[src/rtl/txpat_pkg.sv]
package txpat_pkg;

  localparam int SEL_W    = 3;
  localparam int NUM_PRBS = 4;

  // square-wave phase span covers both periods (4 and 20 bits)
  localparam int CLK_SPAN   = 20;
  localparam int SLOW_HALF  = 10;
  localparam int PHASE_W    = 6;

  typedef enum logic [SEL_W-1:0] {
    PAT_PRBS7  = 3'd0,
    PAT_PRBS15 = 3'd1,
    PAT_PRBS23 = 3'd2,
    PAT_PRBS31 = 3'd3,
    PAT_FAST   = 3'd4,
    PAT_SLOW   = 3'd5
  } pat_e;

  function automatic int prbs_order(input int idx);
    case (idx)
      0:       return 7;
      1:       return 15;
      2:       return 23;
      default: return 31;
    endcase
  endfunction

  function automatic int prbs_tap(input int idx);
    case (idx)
      0:       return 6;
      1:       return 14;
      2:       return 18;
      default: return 28;
    endcase
  endfunction

endpackage

[src/rtl/txpat_prbs.sv]
module txpat_prbs #(
  parameter int ORDER  = 7,
  parameter int TAP    = 6,
  parameter int WORD_W = 16
) (
  input  logic              clk,
  input  logic              rst,
  input  logic              restart,
  input  logic              advance,
  output logic [WORD_W-1:0] bits_o
);

  logic [ORDER-1:0] state_q;
  logic [ORDER-1:0] walk;
  logic             fb;

  // unrolled WORD_W steps of the shift register, newest bit in walk[0]
  always_comb begin
    walk   = restart ? '1 : state_q;
    fb     = 1'b0;
    bits_o = '0;
    for (int j = 0; j < WORD_W; j++) begin
      fb        = walk[ORDER-1] ^ walk[TAP-1];
      bits_o[j] = fb;
      walk      = {walk[ORDER-2:0], fb};
    end
  end

  always_ff @(posedge clk) begin
    if (rst) begin
      state_q <= '1;
    end else if (advance) begin
      state_q <= walk;
    end
  end

endmodule

[src/rtl/txpat_clkpat.sv]
module txpat_clkpat
  import txpat_pkg::*;
#(
  parameter int WORD_W = 16
) (
  input  logic              clk,
  input  logic              rst,
  input  logic              restart,
  input  logic              advance,
  input  logic              slow,
  output logic [WORD_W-1:0] bits_o
);

  logic [PHASE_W-1:0] phase_q;
  logic [PHASE_W-1:0] start;
  logic [PHASE_W-1:0] phase_nxt;
  logic [PHASE_W-1:0] idx;

  always_comb begin
    start = restart ? '0 : phase_q;
    idx   = '0;
    for (int j = 0; j < WORD_W; j++) begin
      idx = start + PHASE_W'(j);
      if (idx >= PHASE_W'(CLK_SPAN)) idx = idx - PHASE_W'(CLK_SPAN);
      bits_o[j] = slow ? (idx < PHASE_W'(SLOW_HALF)) : ~idx[1];
    end
    phase_nxt = start + PHASE_W'(WORD_W);
    if (phase_nxt >= PHASE_W'(CLK_SPAN)) phase_nxt = phase_nxt - PHASE_W'(CLK_SPAN);
  end

  always_ff @(posedge clk) begin
    if (rst) begin
      phase_q <= '0;
    end else if (advance) begin
      phase_q <= phase_nxt;
    end
  end

endmodule

[src/rtl/txpat_gen.sv]
module txpat_gen
  import txpat_pkg::*;
#(
  parameter int WORD_W = 16
) (
  input  logic              clk,
  input  logic              rst,
  input  logic [SEL_W-1:0]  pat_sel,
  input  logic              invert,
  output logic [WORD_W-1:0] tx_word
);

  logic [SEL_W-1:0]  sel_q;
  logic              restart;
  logic [WORD_W-1:0] prbs_bits [NUM_PRBS];
  logic [WORD_W-1:0] sq_bits;
  logic [WORD_W-1:0] raw_word;
  logic              sq_active;

  assign restart   = (pat_sel != sel_q);
  assign sq_active = (pat_sel == PAT_FAST) || (pat_sel == PAT_SLOW);

  for (genvar g = 0; g < NUM_PRBS; g++) begin : g_prbs
    txpat_prbs #(
      .ORDER  (prbs_order(g)),
      .TAP    (prbs_tap(g)),
      .WORD_W (WORD_W)
    ) u_prbs (
      .clk     (clk),
      .rst     (rst),
      .restart (restart),
      .advance (pat_sel == SEL_W'(g)),
      .bits_o  (prbs_bits[g])
    );
  end

  txpat_clkpat #(
    .WORD_W (WORD_W)
  ) u_sq (
    .clk     (clk),
    .rst     (rst),
    .restart (restart),
    .advance (sq_active),
    .slow    (pat_sel == PAT_SLOW),
    .bits_o  (sq_bits)
  );

  always_comb begin
    case (pat_sel)
      PAT_PRBS7:  raw_word = prbs_bits[0];
      PAT_PRBS15: raw_word = prbs_bits[1];
      PAT_PRBS23: raw_word = prbs_bits[2];
      PAT_PRBS31: raw_word = prbs_bits[3];
      PAT_FAST,
      PAT_SLOW:   raw_word = sq_bits;
      default:    raw_word = '0;
    endcase
  end

  always_ff @(posedge clk) begin
    sel_q <= pat_sel;
    if (rst) begin
      tx_word <= '0;
    end else begin
      tx_word <= raw_word ^ {WORD_W{invert}};
    end
  end

endmodule

[config.mk]
export PLATFORM = sky130hd
export DESIGN_NAME = txpat_gen
export DESIGN_NICKNAME = d
export VERILOG_FILES = /design/src/rtl/txpat_pkg.sv /design/src/rtl/txpat_prbs.sv /design/src/rtl/txpat_clkpat.sv /design/src/rtl/txpat_gen.sv
export SDC_FILE = /design/constraint.sdc
export NUM_CORES = 1
export LEC_CHECK = 0
export BUFFER_PORTS_ARGS = -buffer_cell sky130_fd_sc_hd__buf_2
export CAP_MARGIN = 20
export CORE_MARGIN = 2
export CORE_UTILIZATION = 30
export CTS_CLUSTER_DIAMETER = 80
export DETAILED_ROUTE_END_ITERATION = 8
export MAX_ROUTING_LAYER = met4
export PLACE_DENSITY = 0.57
export SLEW_MARGIN = 20
export SYNTH_ARGS = -nofsm -noshare
export SYNTH_HDL_FRONTEND = slang
export SYNTH_SLANG_ARGS = --single-unit
[constraint.sdc]
create_clock -name clk -period 3.6 [get_ports clk]
set_clock_uncertainty 0.05 [all_clocks]
set_input_delay 0.72 -clock clk [delete_from_list [all_inputs] [get_ports clk]]
set_output_delay 0.72 -clock clk [all_outputs]
set_load 0.02 [all_outputs]
==> impl_summary.log <==
[metrics] last weighted congestion value of the routability-driven placer: just over 0.9
[metrics] Reg clk slew, reported paths: 0.07 ns
[metrics] Worst Setup Slack post-DPL: -0.01120 ns
[metrics] number of fill cells: roughly 2.4k
[metrics] max-slew violation count: 0
[metrics] DP Cell Count: ~1.2k
[metrics] final wirelength: 22.51 mm
[metrics] Slowest Stage Delay on Critical Path: 0.87 ns
[metrics] number of enable-type register cells in the synthesized netlist: 0
[metrics] gate count of the mapped netlist: between 900 and 1k
[metrics] cell-by-cell listing of the critical path: buf_4, xor2_1, nand2_1, ha_1, inv_1, or3_1, a21oi_1, nor4_1, nor3b_1, o22ai_1, mux2i_1
[metrics] slack of the critical path: around 0.33 ns
[metrics] setup violators final: 0
[metrics] # nets final: ~940
[metrics] result of the run: completed
[metrics] Root Buffer: sky130_fd_sc_hd__clkbuf_16
[metrics] area leader, netlist: sky130_fd_sc_hd__dfxtp_1
[metrics] P per Cell Area: approximately 340 nW/µm²
[metrics] largest net degree at the start of global routing: 76
[metrics] Via-to-Cell Ratio: ~5.5
[metrics] worst hold slack: between 0.4 and 0.5 ns
[metrics] number of maximum-capacitance constraint violations: 0
[metrics] ANT cells: 0
[metrics] Required @ worst endpoint: ~3.8 ns
[metrics] type of element launching the critical path: flop
[metrics] CTS tree: yes
[metrics] DRC violation total after the first TritonRoute iteration: 580
[metrics] clock buffer count from CTS: 9
[metrics] Async S/R FF share, synth: 0%
[metrics] Seq cells post-synth: 101
[metrics] synthesized area per cell: approximately 7.7 µm²
[metrics] HPWL after detailed placement: roughly 16 mm
[metrics] remaining design rule violation count: 0
[metrics] area of the placeable core: 22,780 µm²
[metrics] fraction of layout cells with a size suffix above 1: roughly 11%
[metrics] Post-CTS Setup Repair Bufs: 0
[metrics] # H-tree levels: 3
[metrics] synth top area cells: sky130_fd_sc_hd__dfxtp_1 29%, sky130_fd_sc_hd__xor2_1 6.0%, sky130_fd_sc_hd__xnor2_1 5.9%
[metrics] placement row count: 55
[metrics] IR drop worst, VDD: ~0.00022 V
[metrics] Die Height: between 150 and 200 µm
[metrics] number of top-level pins: 22
[metrics] Port Buffers: 21
[metrics] post-layout util: 34.41%
[metrics] actual transition at the worst max-transition pin: roughly 0.85 ns
[metrics] post-synthesis instance area: about 7000 µm²
[metrics] clk buf depth: 2
[metrics] Synthesis Warnings: 0
[metrics] area share of the leading cell type in the synthesized netlist: about 29%
[metrics] 1st-pass router iterations: 5
[metrics] total die area: about 25,000 µm²
[metrics] leftover overflow at the end of global routing: 0
[metrics] most frequently used flop master after synthesis: sky130_fd_sc_hd__dfxtp_1
[metrics] CTS sink count: 101
[metrics] part of the cycle the worst path needs: between 90% and 100%
[metrics] number of global-route vias before repair: roughly 6.2k
[metrics] global-route wire length before repair: approximately 35 mm
[metrics] clock period minus final worst setup slack: 3.273 ns
[metrics] area added between synthesis and finish: 11.66%
[metrics] Final Hold Violating Endpoints: 0
[metrics] number of non-filler instances in the completed layout: roughly 1.2k
[metrics] Post-Route Setup TNS: 0 ns
[metrics] worst hold path type: flop to flop
[metrics] clock latency of the later-clocked register in the worst-skew pair: about 0.36 ns
[metrics] initial core utilization: between 30% and 40%
[metrics] maximum frequency from static timing analysis: approximately 310 MHz
[metrics] Worst EP arrival: approximately 3.5 ns
[metrics] Mapped Nets: ~940
[metrics] number of nets still failing antenna checks after routing: 0
[metrics] RSZ-0062 raised after global routing: no
[metrics] # resized after CTS: 0
[metrics] Leakage: 2.939 nW
[metrics] number of antenna violations at the first check in global routing: 0
[metrics] Relative slew margins: between 40 and 50%
[metrics] overall die width: ~160 µm
[metrics] critical path endpoint category: flop
[metrics] total number of vias: 6,697
[metrics] routed len/inst: between 15 and 20 µm
[metrics] Worst Setup Path Type: flop to flop
[metrics] Distinct cells, synth: 76
[metrics] fraction of the yosys area taken by sequential cells: around 29%
[metrics] Max stage delay cell, worst path: sky130_fd_sc_hd__dfxtp_1
[metrics] total of hold buffers inserted after clock tree synthesis: 0
[metrics] Tot GR Track Use: approximately a fifth
[metrics] largest fanout of any net on the critical path: 21
report_power, final:
group          internal, mW  switching, mW  leakage (nW)  total (mW)
sequential             1.17         0.0447         0.830        1.21
clock                 0.628          0.449         0.159        1.08
combinational         0.139          0.233          1.95       0.372
total                  1.94          0.727          2.94        2.66
registers in the layout, summed over array words and instances (netlist names):
signal                 cells
g_prbs.u_prbs.state_q     76
tx_word                   16
u_sq.phase_q               6
sel_q                      3
layout by cell type, fill, tap and decap left out, types with 5 or more instances in the layout:
cell / n
sky130_fd_sc_hd__a211o_1: 9
sky130_fd_sc_hd__a21o_1: 6
sky130_fd_sc_hd__a21oi_1: 68
sky130_fd_sc_hd__a221o_1: 15
sky130_fd_sc_hd__a22oi_1: 10
sky130_fd_sc_hd__a31oi_1: 14
sky130_fd_sc_hd__and2_1: 8
sky130_fd_sc_hd__and3_1: 6
sky130_fd_sc_hd__buf_2: 21
sky130_fd_sc_hd__buf_4: 48
sky130_fd_sc_hd__clkbuf_16: 9
sky130_fd_sc_hd__dfxtp_1: 101
sky130_fd_sc_hd__ha_1: 20
sky130_fd_sc_hd__inv_1: 20
sky130_fd_sc_hd__mux2i_1: 9
sky130_fd_sc_hd__nand2_1: 95
sky130_fd_sc_hd__nand2b_1: 5
sky130_fd_sc_hd__nand3_1: 14
sky130_fd_sc_hd__nand4_1: 13
sky130_fd_sc_hd__nor2_1: 85
sky130_fd_sc_hd__nor2b_1: 7
sky130_fd_sc_hd__nor3_1: 32
sky130_fd_sc_hd__nor4_1: 6
sky130_fd_sc_hd__o211ai_1: 12
sky130_fd_sc_hd__o21a_1: 5
sky130_fd_sc_hd__o21ai_0: 46
sky130_fd_sc_hd__o21bai_1: 22
sky130_fd_sc_hd__o221ai_1: 5
sky130_fd_sc_hd__o22ai_1: 8
sky130_fd_sc_hd__o31ai_1: 9
sky130_fd_sc_hd__or3_1: 5
sky130_fd_sc_hd__xnor2_1: 47
sky130_fd_sc_hd__xor2_1: 48
final cells by class:
| class | instances | area, µm² | area share [%] |
|---|---|---|---|
| clock buffers | 10 | 239.0 | 3.049 |
| clock inverters | 5 | 82.58 | 1.053 |
| inverters | 23 | 86.33 | 1.101 |
| multi-input cells | 706 | 4532 | 57.81 |
| repair buffers | 70 | 485.5 | 6.193 |
| flip-flops and latches | 101 | 2022 | 25.79 |
| well taps | 313 | 391.6 | 4.996 |
cells in the mapped netlist, types with 12 or more instances:
cell type and count:
sky130_fd_sc_hd__dfxtp_1 101, sky130_fd_sc_hd__nand2_1 95, sky130_fd_sc_hd__nor2_1 85, sky130_fd_sc_hd__a21oi_1 68, sky130_fd_sc_hd__xor2_1 48, sky130_fd_sc_hd__xnor2_1 47
sky130_fd_sc_hd__o21ai_0 46, sky130_fd_sc_hd__clkbuf_1 39, sky130_fd_sc_hd__nor3_1 32, sky130_fd_sc_hd__o21bai_1 22, sky130_fd_sc_hd__buf_2 21, sky130_fd_sc_hd__ha_1 20
sky130_fd_sc_hd__inv_1 20, sky130_fd_sc_hd__a221o_1 15, sky130_fd_sc_hd__nand3_1 15, sky130_fd_sc_hd__a31oi_1 14, sky130_fd_sc_hd__buf_1 14, sky130_fd_sc_hd__nand4_1 13
sky130_fd_sc_hd__o211ai_1 12
stage by stage:
step	power [mW]	instance area, µm²
finish	2.663	7839
global route	2.762	7839
CTS	2.673	7839
detailed placement	1.605	7517
global placement	1.604	7517
floorplan	1.497	7024
critical path: cells and delay by family (launching register included):
family	cells	cell delay (ns)
XOR/XNOR	1	0.24
flip-flops	1	0.87
multiplexers	1	0.14
buffers and inverters	2	0.30
AO/OA/AOI/OAI	2	0.31
adder cells (fa/ha/maj)	1	0.34
AND/OR/NAND/NOR	4	0.87
routing by layer:
layer  up-vias  track usage (%)  wire, µm
met4         0            5.679       497
li1       3259                -         -
met2       233            28.26      9800
met5         -                -         0
met3        36            2.808      1288
met1      3169            26.73     10930
logic make-up (layout without fill, tap and decap cells):
logic type      after synthesis  count (layout)  share of synthesized area [%]
simple gates                307             307                          20.80
compound gates              269             269                          25.95
buf+inv                     106             108                          6.737
flops                       101             101                          28.80
xor+xnor                     96              96                          12.08
fa+ha+maj                    22              22                          3.867
mux                          12              12                          1.764
worst paths after layout:
path                                              end                                     start  slack (ns)  cells after the start
min          g_prbs[2].u_prbs.state_q[0]$_SDFFE_PP1P_  g_prbs[2].u_prbs.state_q[0]$_SDFFE_PP1P_        0.42                      2
min reg2reg  g_prbs[2].u_prbs.state_q[0]$_SDFFE_PP1P_  g_prbs[2].u_prbs.state_q[0]$_SDFFE_PP1P_        0.42                      2
max                            tx_word[10]$_SDFF_PP0_              u_sq.phase_q[1]$_SDFFE_PP0N_        0.33                     11
max reg2reg                    tx_word[10]$_SDFF_PP0_              u_sq.phase_q[1]$_SDFFE_PP0N_        0.33                     11
(Power assumes the default switching activity.)
